===== src/rtl/gige_irq_pkg.sv =====
package gige_irq_pkg;
   localparam int RX_BIT  = 0;
   localparam int ERR_LSB = 1;

   typedef struct packed {
      logic stat_wr;
      logic mask_wr;
   } reg_dec_t;
endpackage


===== src/rtl/gige_irq_status.sv =====
module gige_irq_status #(
   parameter int NUM_SRC = 8
) (
   input  logic               clk,
   input  logic               rst_n,
   input  logic [NUM_SRC-1:0] evt,
   input  logic [NUM_SRC-1:0] clr,
   output logic [NUM_SRC-1:0] st_q
);
   for (genvar i = 0; i < NUM_SRC; i++) begin : g_bit
      always_ff @(posedge clk) begin
         if (!rst_n) st_q[i] <= 1'b0;
         else        st_q[i] <= evt[i] | (st_q[i] & ~clr[i]);
      end

      AST_EVT_SETS: assert property (@(posedge clk) disable iff (!rst_n)
         evt[i] |=> st_q[i]);
      AST_W1C_CLEARS: assert property (@(posedge clk) disable iff (!rst_n)
         (clr[i] && !evt[i]) |=> !st_q[i]);
      AST_STAT_HOLD: assert property (@(posedge clk) disable iff (!rst_n)
         (!clr[i] && !evt[i]) |=> $stable(st_q[i]));
   end
endmodule


===== src/rtl/gige_irq_mask.sv =====
module gige_irq_mask #(
   parameter int NUM_SRC      = 8,
   parameter bit RX_AUTO_MASK = 1'b1
) (
   input  logic               clk,
   input  logic               rst_n,
   input  logic               wr,
   input  logic [NUM_SRC-1:0] wdata,
   input  logic               rx_fire,
   output logic [NUM_SRC-1:0] mk_q
);
   import gige_irq_pkg::*;

   for (genvar i = 0; i < NUM_SRC; i++) begin : g_bit
      if (i == RX_BIT && RX_AUTO_MASK) begin : g_auto
         always_ff @(posedge clk) begin
            if (!rst_n)       mk_q[i] <= 1'b0;
            else if (rx_fire) mk_q[i] <= 1'b1;
            else if (wr)      mk_q[i] <= wdata[i];
         end
         AST_AUTOMASK: assert property (@(posedge clk) disable iff (!rst_n)
            rx_fire |=> mk_q[i]);
      end else begin : g_plain
         always_ff @(posedge clk) begin
            if (!rst_n)  mk_q[i] <= 1'b0;
            else if (wr) mk_q[i] <= wdata[i];
         end
      end
   end

   AST_MASK_HOLD: assert property (@(posedge clk) disable iff (!rst_n)
      (!wr && !rx_fire) |=> $stable(mk_q));
endmodule


===== src/rtl/gige_irq_gen.sv =====
module gige_irq_gen #(
   parameter int NUM_ERR = 6
) (
   input  logic [NUM_ERR+1:0] st,
   input  logic [NUM_ERR+1:0] mk,
   output logic               irq_err,
   output logic               irq_rx,
   output logic               irq_aux
);
   import gige_irq_pkg::*;
   localparam int AUX_BIT = NUM_ERR + 1;

   logic [NUM_ERR-1:0] err_live;

   always_comb begin
      err_live = st[ERR_LSB +: NUM_ERR] & ~mk[ERR_LSB +: NUM_ERR];
      irq_err  = |err_live;
      irq_rx   = st[RX_BIT] & ~mk[RX_BIT];
      irq_aux  = st[AUX_BIT] & ~mk[AUX_BIT];
   end
endmodule


===== src/rtl/gige_irq_ctrl.sv =====
module gige_irq_ctrl #(
   parameter int DATA_W       = 64,
   parameter int ADDR_W       = 4,
   parameter int NUM_ERR      = 6,
   parameter int STAT_OFS     = 0,
   parameter int MASK_OFS     = 8,
   parameter bit RX_AUTO_MASK = 1'b1
) (
   input  logic                clk,
   input  logic                rst_n,
   input  logic [ADDR_W-1:0]   reg_addr,
   input  logic                reg_wr,
   input  logic [DATA_W-1:0]   reg_wdata,
   output logic [DATA_W-1:0]   reg_rdata,
   input  logic [NUM_ERR-1:0]  err_evt,
   input  logic                rx_evt,
   input  logic                aux_evt,
   output logic                irq_err,
   output logic                irq_rx,
   output logic                irq_aux
);
   import gige_irq_pkg::*;

   localparam int NUM_SRC = NUM_ERR + 2;
   localparam int PAD_W   = DATA_W - NUM_SRC;

   if (NUM_SRC > DATA_W) begin : g_chk_width
      $error("source count exceeds register width");
   end
   if (STAT_OFS == MASK_OFS) begin : g_chk_ofs
      $error("status and mask offsets collide");
   end
   if (STAT_OFS >= (1 << ADDR_W) || MASK_OFS >= (1 << ADDR_W)) begin : g_chk_addr
      $error("register offset out of address range");
   end

   reg_dec_t           dec;
   logic [NUM_SRC-1:0] evt_vec, clr_vec, st_q, mk_q;

   always_comb begin
      dec.stat_wr = reg_wr && (reg_addr == ADDR_W'(STAT_OFS));
      dec.mask_wr = reg_wr && (reg_addr == ADDR_W'(MASK_OFS));
      evt_vec     = {aux_evt, err_evt, rx_evt};
      clr_vec     = dec.stat_wr ? reg_wdata[NUM_SRC-1:0] : '0;
   end

   gige_irq_status #(.NUM_SRC(NUM_SRC)) u_status (
      .clk   (clk),
      .rst_n (rst_n),
      .evt   (evt_vec),
      .clr   (clr_vec),
      .st_q  (st_q)
   );

   gige_irq_mask #(.NUM_SRC(NUM_SRC), .RX_AUTO_MASK(RX_AUTO_MASK)) u_mask (
      .clk     (clk),
      .rst_n   (rst_n),
      .wr      (dec.mask_wr),
      .wdata   (reg_wdata[NUM_SRC-1:0]),
      .rx_fire (irq_rx),
      .mk_q    (mk_q)
   );

   gige_irq_gen #(.NUM_ERR(NUM_ERR)) u_gen (
      .st      (st_q),
      .mk      (mk_q),
      .irq_err (irq_err),
      .irq_rx  (irq_rx),
      .irq_aux (irq_aux)
   );

   always_comb begin
      if (reg_addr == ADDR_W'(STAT_OFS))      reg_rdata = {{PAD_W{1'b0}}, st_q};
      else if (reg_addr == ADDR_W'(MASK_OFS)) reg_rdata = {{PAD_W{1'b1}}, mk_q};
      else                                    reg_rdata = '0;
   end

   if (RX_AUTO_MASK) begin : g_oneshot
      AST_RX_ONESHOT: assert property (@(posedge clk) disable iff (!rst_n)
         irq_rx |=> !irq_rx);
   end
endmodule


===== config.mk =====
export PLATFORM = sky130hd
export DESIGN_NAME = gige_irq_ctrl
export DESIGN_NICKNAME = d
export VERILOG_FILES = /design/src/rtl/gige_irq_pkg.sv /design/src/rtl/gige_irq_status.sv /design/src/rtl/gige_irq_mask.sv /design/src/rtl/gige_irq_gen.sv /design/src/rtl/gige_irq_ctrl.sv
export SDC_FILE = /design/constraint.sdc
export NUM_CORES = 1
export LEC_CHECK = 0
export ABC_AREA = 1
export CELL_PAD_IN_SITES_DETAIL_PLACEMENT = 1
export CELL_PAD_IN_SITES_GLOBAL_PLACEMENT = 2
export CORE_ASPECT_RATIO = 0.5
export CORE_UTILIZATION = 13
export DETAILED_ROUTE_END_ITERATION = 6
export PLACE_DENSITY_LB_ADDON = 0.08
export RECOVER_POWER = 50
export SYNTH_ARGS = -nofsm -noshare
export SYNTH_HDL_FRONTEND = slang
export SYNTH_HIERARCHICAL = 1
export SYNTH_SLANG_ARGS = --single-unit

===== constraint.sdc =====
create_clock -name clk -period 3.5 [get_ports clk]
set_input_delay 0.525 -clock clk [delete_from_list [all_inputs] [get_ports clk]]
set_output_delay 0.525 -clock clk [all_outputs]
set_load 0.02 [all_outputs]

* Yosys cells after proc, flatten, opt, wreduce, memory -nomap -nowiden *
Index checks and enable logic that the tools add are counted.
Widths: inputs -> output; s select.

storage, ports and cells
  bits in registers = 16
  bits of input ports = 79
  output and inout bits = 67
  word-level logic and storage cells = 57

operators by class
  eq/ne operators = 1
  muxes and demuxes = 5
  bitwise operators = 30
  reduce and logical (&&, ||, !) cells = 5

operators by type and width
  kind                number
  $mux 64             2
  $and 1x1->1         10
  $not 1->1           10
  $mux 8              1
  $or 1x1->1          8
  $and 6x6->6         1
  $not 6->6           1
  $reduce_or 6->1     1
  $eq 4x4->1 const B  1
  $logic_not 4->1     1
  $logic_and 1x1->1   2
  $mux 1              2
  $reduce_bool 2->1   1

* Depth between registers and ports, before layout *
  word-level depth = 6
  mapped depth = 9
  mapped depth without buffers = 8

* By module *
The synthesis kept the hierarchy.

modules (own cells, without submodules)
  module           instances  cells an instance  area an instance (um^2)  seq. area each (um^2)
  gige_irq_ctrl    1          105                664.4                    0.0
  gige_irq_status  1          41                 294.0                    160.2
  gige_irq_mask    1          39                 292.8                    160.2
  gige_irq_gen     1          21                 80.1                     0.0

* Worst setup path before layout *
Ideal clock, no wire load.

  kind = input to output
  from = in reg_addr[1]
  to = out reg_rdata[10]
  data arrival time = 2.047 ns
  data required time = 2.975 ns
  setup slack = 0.928 ns
  stages on the path = 4
  path buffers = 1
  path through = nor2_4 -> nand2_1 -> inv_1 -> buf_4

on the way
  word-level cells in the longest chain between the ends = 3
  elaborated cells between the ends (all ways) = 4
  those cells by class = 1 x eq/ne; 2 x mux; 1 x reduce/logical

ends and longest elaborated chain
  what             line                 RTL
  start, declared  gige_irq_ctrl.sv:11  input logic [ADDR_W-1:0] reg_addr,
  $eq 4x4->1       gige_irq_ctrl.sv:74  else if (reg_addr == ADDR_W'(MASK_OFS)) reg_rdata = {{PAD_W{1'b1}}, mk_q};
  $mux 64          gige_irq_ctrl.sv:74
  $mux 64 *        gige_irq_ctrl.sv:73  if (reg_addr == ADDR_W'(STAT_OFS)) reg_rdata = {{PAD_W{1'b0}}, st_q};
  end, declared    gige_irq_ctrl.sv:14  output logic [DATA_W-1:0] reg_rdata,

Mark *: on every way between the ends. The rest lies on a longest branch, timed or not.

* Worst setup path in the final report *
  from = in reg_addr[3]
  to = out reg_rdata[56]

The elaborated chain is that of the path after synthesis.

==> report_table.html <==
<table>
<tr><th>Metric</th><th>Value</th></tr>
<tr><th colspan="2">Run status</th></tr>
<tr><td>Outcome</td><td>finished, final reports clean</td></tr>
<tr><th colspan="2">Cells and area</th></tr>
<tr><td>FILL cells</td><td>1,162</td></tr>
<tr><td>Commonest cells after routing, fill and taps aside</td><td>63 x clkdlybuf4s50_1, 40 x inv_1, 29 x nor2_1</td></tr>
<tr><td>Final nets</td><td>326</td></tr>
<tr><td>Area grow syn2layout</td><td>54.8%</td></tr>
<tr><td>Most common cell after layout, fill and taps aside</td><td>clkdlybuf4s50_1</td></tr>
<tr><td>Ratio of cells with drive above 1 in the final layout</td><td>4.49%</td></tr>
<tr><td>Antenna fix cells</td><td>0</td></tr>
<tr><th colspan="2">Global route</th></tr>
<tr><td>Highest-utilization routing layer at the global route stage</td><td>met2</td></tr>
<tr><td>Total routing usage reported by global routing</td><td>7.81%</td></tr>
<tr><td>Met1 Use GR</td><td>9.26%</td></tr>
<tr><td>Met3 demand-to-capacity share in global routing</td><td>2.80%</td></tr>
<tr><td>Pin count of the biggest net entering global routing</td><td>57</td></tr>
<tr><td>Met2 GRT Util</td><td>13.9%</td></tr>
<tr><td>Vias in the first global route</td><td>1,204</td></tr>
<tr><td>Antenna violations before repair</td><td>0</td></tr>
<tr><td>First-pass GRT wire length</td><td>6480 um</td></tr>
<tr><td>Total congestion overflow</td><td>0</td></tr>
<tr><th colspan="2">Critical path</th></tr>
<tr><td>CP max FO</td><td>56</td></tr>
<tr><td>Req. time, crit path</td><td>2.97 ns</td></tr>
<tr><td>Arrival time at the worst endpoint</td><td>2.38 ns</td></tr>
<tr><td>CP Capture Type</td><td>output port</td></tr>
<tr><td>Crit path kind</td><td>input port to output port</td></tr>
<tr><td>Number of cell instances on the worst register-to-register path</td><td>6</td></tr>
<tr><td>Startpoint kind of the worst setup timing path</td><td>input port</td></tr>
<tr><th colspan="2">CTS</th></tr>
<tr><td>Clock tree from TritonCTS</td><td>built</td></tr>
<tr><td>Post-CTS setup buffer count</td><td>0</td></tr>
<tr><td>CTS Root Buffer Type</td><td>clkbuf_16</td></tr>
<tr><td>Clock latency of the later-clocked register in the worst-skew pair</td><td>0.24 ns</td></tr>
<tr><td>Post-cts sizing count</td><td>0</td></tr>
<tr><td>Deepest level of the CTS H-tree</td><td>1</td></tr>
<tr><td>Clock-pin slew of the registers on the worst-case setup and hold paths</td><td>0.05 ns</td></tr>
<tr><td>Hold-fix buffers, CTS</td><td>0</td></tr>
<tr><td>TritonCTS sink count</td><td>16</td></tr>
<tr><td>Clk buf depth</td><td>2</td></tr>
<tr><td>Number of CTS-inserted buffers</td><td>3</td></tr>
<tr><th colspan="2">Timing</th></tr>
<tr><td>Setup TNS</td><td>0 ns</td></tr>
<tr><td>Worst clock skew</td><td>0.0000853 ns</td></tr>
<tr><td>Top achievable clock speed</td><td>0.345 GHz</td></tr>
<tr><td>Slew at the pin closest to its max-slew limit</td><td>0.496 ns</td></tr>
<tr><td>Tcrit/Tclk final</td><td>82.9%</td></tr>
<tr><td>Clock period minus final worst setup slack</td><td>2.90 ns</td></tr>
<tr><td>Hold slack final</td><td>0.478 ns</td></tr>
<tr><td>Final Max Tran Viols</td><td>0</td></tr>
<tr><td>Total setup violations reported at the end of the flow</td><td>0</td></tr>
<tr><td>Final Hold Violating Endpoints</td><td>0</td></tr>
<tr><td>RSZ-0062 raised after global routing</td><td>false</td></tr>
<tr><td>Slew headroom</td><td>66.9%</td></tr>
<tr><th colspan="2">Place</th></tr>
<tr><td>Detail Placement HPWL</td><td>3040 um</td></tr>
<tr><td>Count of input and output buffers</td><td>89</td></tr>
<tr><td>RD Place Congestion</td><td>0.677</td></tr>
<tr><th colspan="2">Route</th></tr>
<tr><td>Routed wire length</td><td>4000 um</td></tr>
<tr><td>Avg Vias per Cell</td><td>3.23</td></tr>
<tr><td>Detailed-route via count</td><td>1,228</td></tr>
<tr><td>First drt pass iteration count</td><td>3</td></tr>
<tr><td>DRC violation count after routing</td><td>0</td></tr>
<tr><td>Number of nets with antenna violations after detailed routing</td><td>0</td></tr>
<tr><td>Violation count after the first detailed-routing iteration</td><td>16</td></tr>
<tr><td>Detail-routed net length per standard cell</td><td>10.5 um</td></tr>
<tr><th colspan="2">Logic synthesis</th></tr>
<tr><td>Gate Count Post-Synth</td><td>206</td></tr>
<tr><td>Avg Inst Size Synth</td><td>6.46 sq um</td></tr>
<tr><td>Cell type with the largest total area after synthesis</td><td>buf_4</td></tr>
<tr><td>Fraction of synthesized cell area taken by the top area cell type</td><td>31.0%</td></tr>
<tr><td>FF+latch count, synth</td><td>16</td></tr>
<tr><td>Number of nets in the synthesized netlist</td><td>285</td></tr>
<tr><td>Synth area leaders</td><td>buf_4 31%, dfxtp_1 24%, inv_1 11%, nor2_1 8.2%, nand2_1 7.6%</td></tr>
<tr><td>Yosys Warn Count</td><td>6</td></tr>
<tr><td>Count of unique library cells instantiated by Yosys</td><td>13</td></tr>
<tr><td>Cell area after technology mapping</td><td>0.00133 sq mm</td></tr>
<tr><td>Seq/Total Area, Yosys</td><td>24.1%</td></tr>
<tr><th colspan="2">Job</th></tr>
<tr><td>Number of maximum-capacitance constraint violations</td><td>0</td></tr>
<tr><th colspan="2">Power</th></tr>
<tr><td>Worst supply voltage drop on vdd</td><td>0.144 mV</td></tr>
<tr><td>Pwr per Cell Area</td><td>272 mW/mm^2</td></tr>
<tr><td>Leakage power total</td><td>0.000948 uW</td></tr>
<tr><th colspan="2">Hold path</th></tr>
<tr><td>Depth of the worst hold-timing path</td><td>2</td></tr>
<tr><td>Worst hold path class</td><td>flip-flop to flip-flop</td></tr>
<tr><th colspan="2">Floorplan</th></tr>
<tr><td>Core ar.</td><td>0.00970 sq mm</td></tr>
<tr><td>Number of placement rows</td><td>25</td></tr>
<tr><td>Overall die area</td><td>0.0107 sq mm</td></tr>
<tr><td>Effective utilization at floorplan</td><td>13.7%</td></tr>
<tr><td>Die width</td><td>145 um</td></tr>
<tr><td>Total I/O pin count</td><td>146</td></tr>
<tr><td>Vert. Die Dim</td><td>73.6 um</td></tr>
</table>
==> cell type report <==
type	count	area, sq um	area share, %
Clock buffer	3	75.1	3.64
Inverter	41	154	7.47
Multi-Input combinational cell	92	409	19.9
Sequential cell	16	320	15.5
Tap cell	135	169	8.20
Timing Repair Buffer	93	933	45.3
==> worst max-delay path: stages <==
cell and delay [ns]:
dlygate4sd3_1 0.60, inv_1 0.09, nor2_4 0.08, nand2_1 0.07, inv_1 0.09, buf_12 0.21
dlygate4sd3_1 0.70
==> synthesized netlist by cell type, drive strengths merged <==
cell type / count
buf: 57
a21oi: 8
dfxtp: 16
o21ai: 8
nand3: 17
inv: 41
nor2: 32
nand2: 27
==> logic make-up after synthesis <==
group / Yosys count / share of synthesized area (%)
compound gates: 16 / 6.01
buf+inv: 98 / 44.3
flops: 16 / 24.1
simple gates: 76 / 25.7
==> sequential cells by signal, summed over array words and instances (netlist names) <==
signal,flops
u_mask/mk_q,8
u_status/st_q,8
==> metrics by stage <==
stage / cell area [sq um] / std cells / power (uW) / setup slack (ns) / util (%)
after floorplan: 1330 / 206 / 288 / 0.928 / -
after global placement: 2000 / 377 / 350 / 0.702 / 20.6
after detailed placement: 2000 / 377 / 352 / 0.680 / 20.6
after CTS: 2070 / 380 / 583 / 0.676 / 21.4
after global routing: 2060 / 380 / 597 / 0.503 / 21.3
final: 2060 / 380 / 561 / 0.598 / 21.3
==> metal layers <==
metal | vias to the layer above | part of all wire, %
li1 | 635 | -
met1 | 530 | 47
met2 | 61 | 44
met3 | 2 | 8.8
met4 | 0 | 0.63
met5 | - | 0
==> worst paths after layout <==
check / startpoint / to / slack (ns)
hold reg to reg: u_status/st_q[3] / u_status/st_q[3] / 0.48
hold / removal: u_status/st_q[3] / u_status/st_q[3] / 0.48
setup reg to reg: u_status/st_q[0] / u_mask/mk_q[0] / 2.71
setup / recovery: reg_addr[3] / reg_rdata[56] / 0.60
==> where the power goes <==
group / internal, uW / switching, uW / total (uW)
combinational: 67.7 / 72.5 / 140
sequential: 192 / 7.31 / 199
clock: 150 / 71.0 / 221
total: 410 / 151 / 561
(Power assumes the default switching activity.)
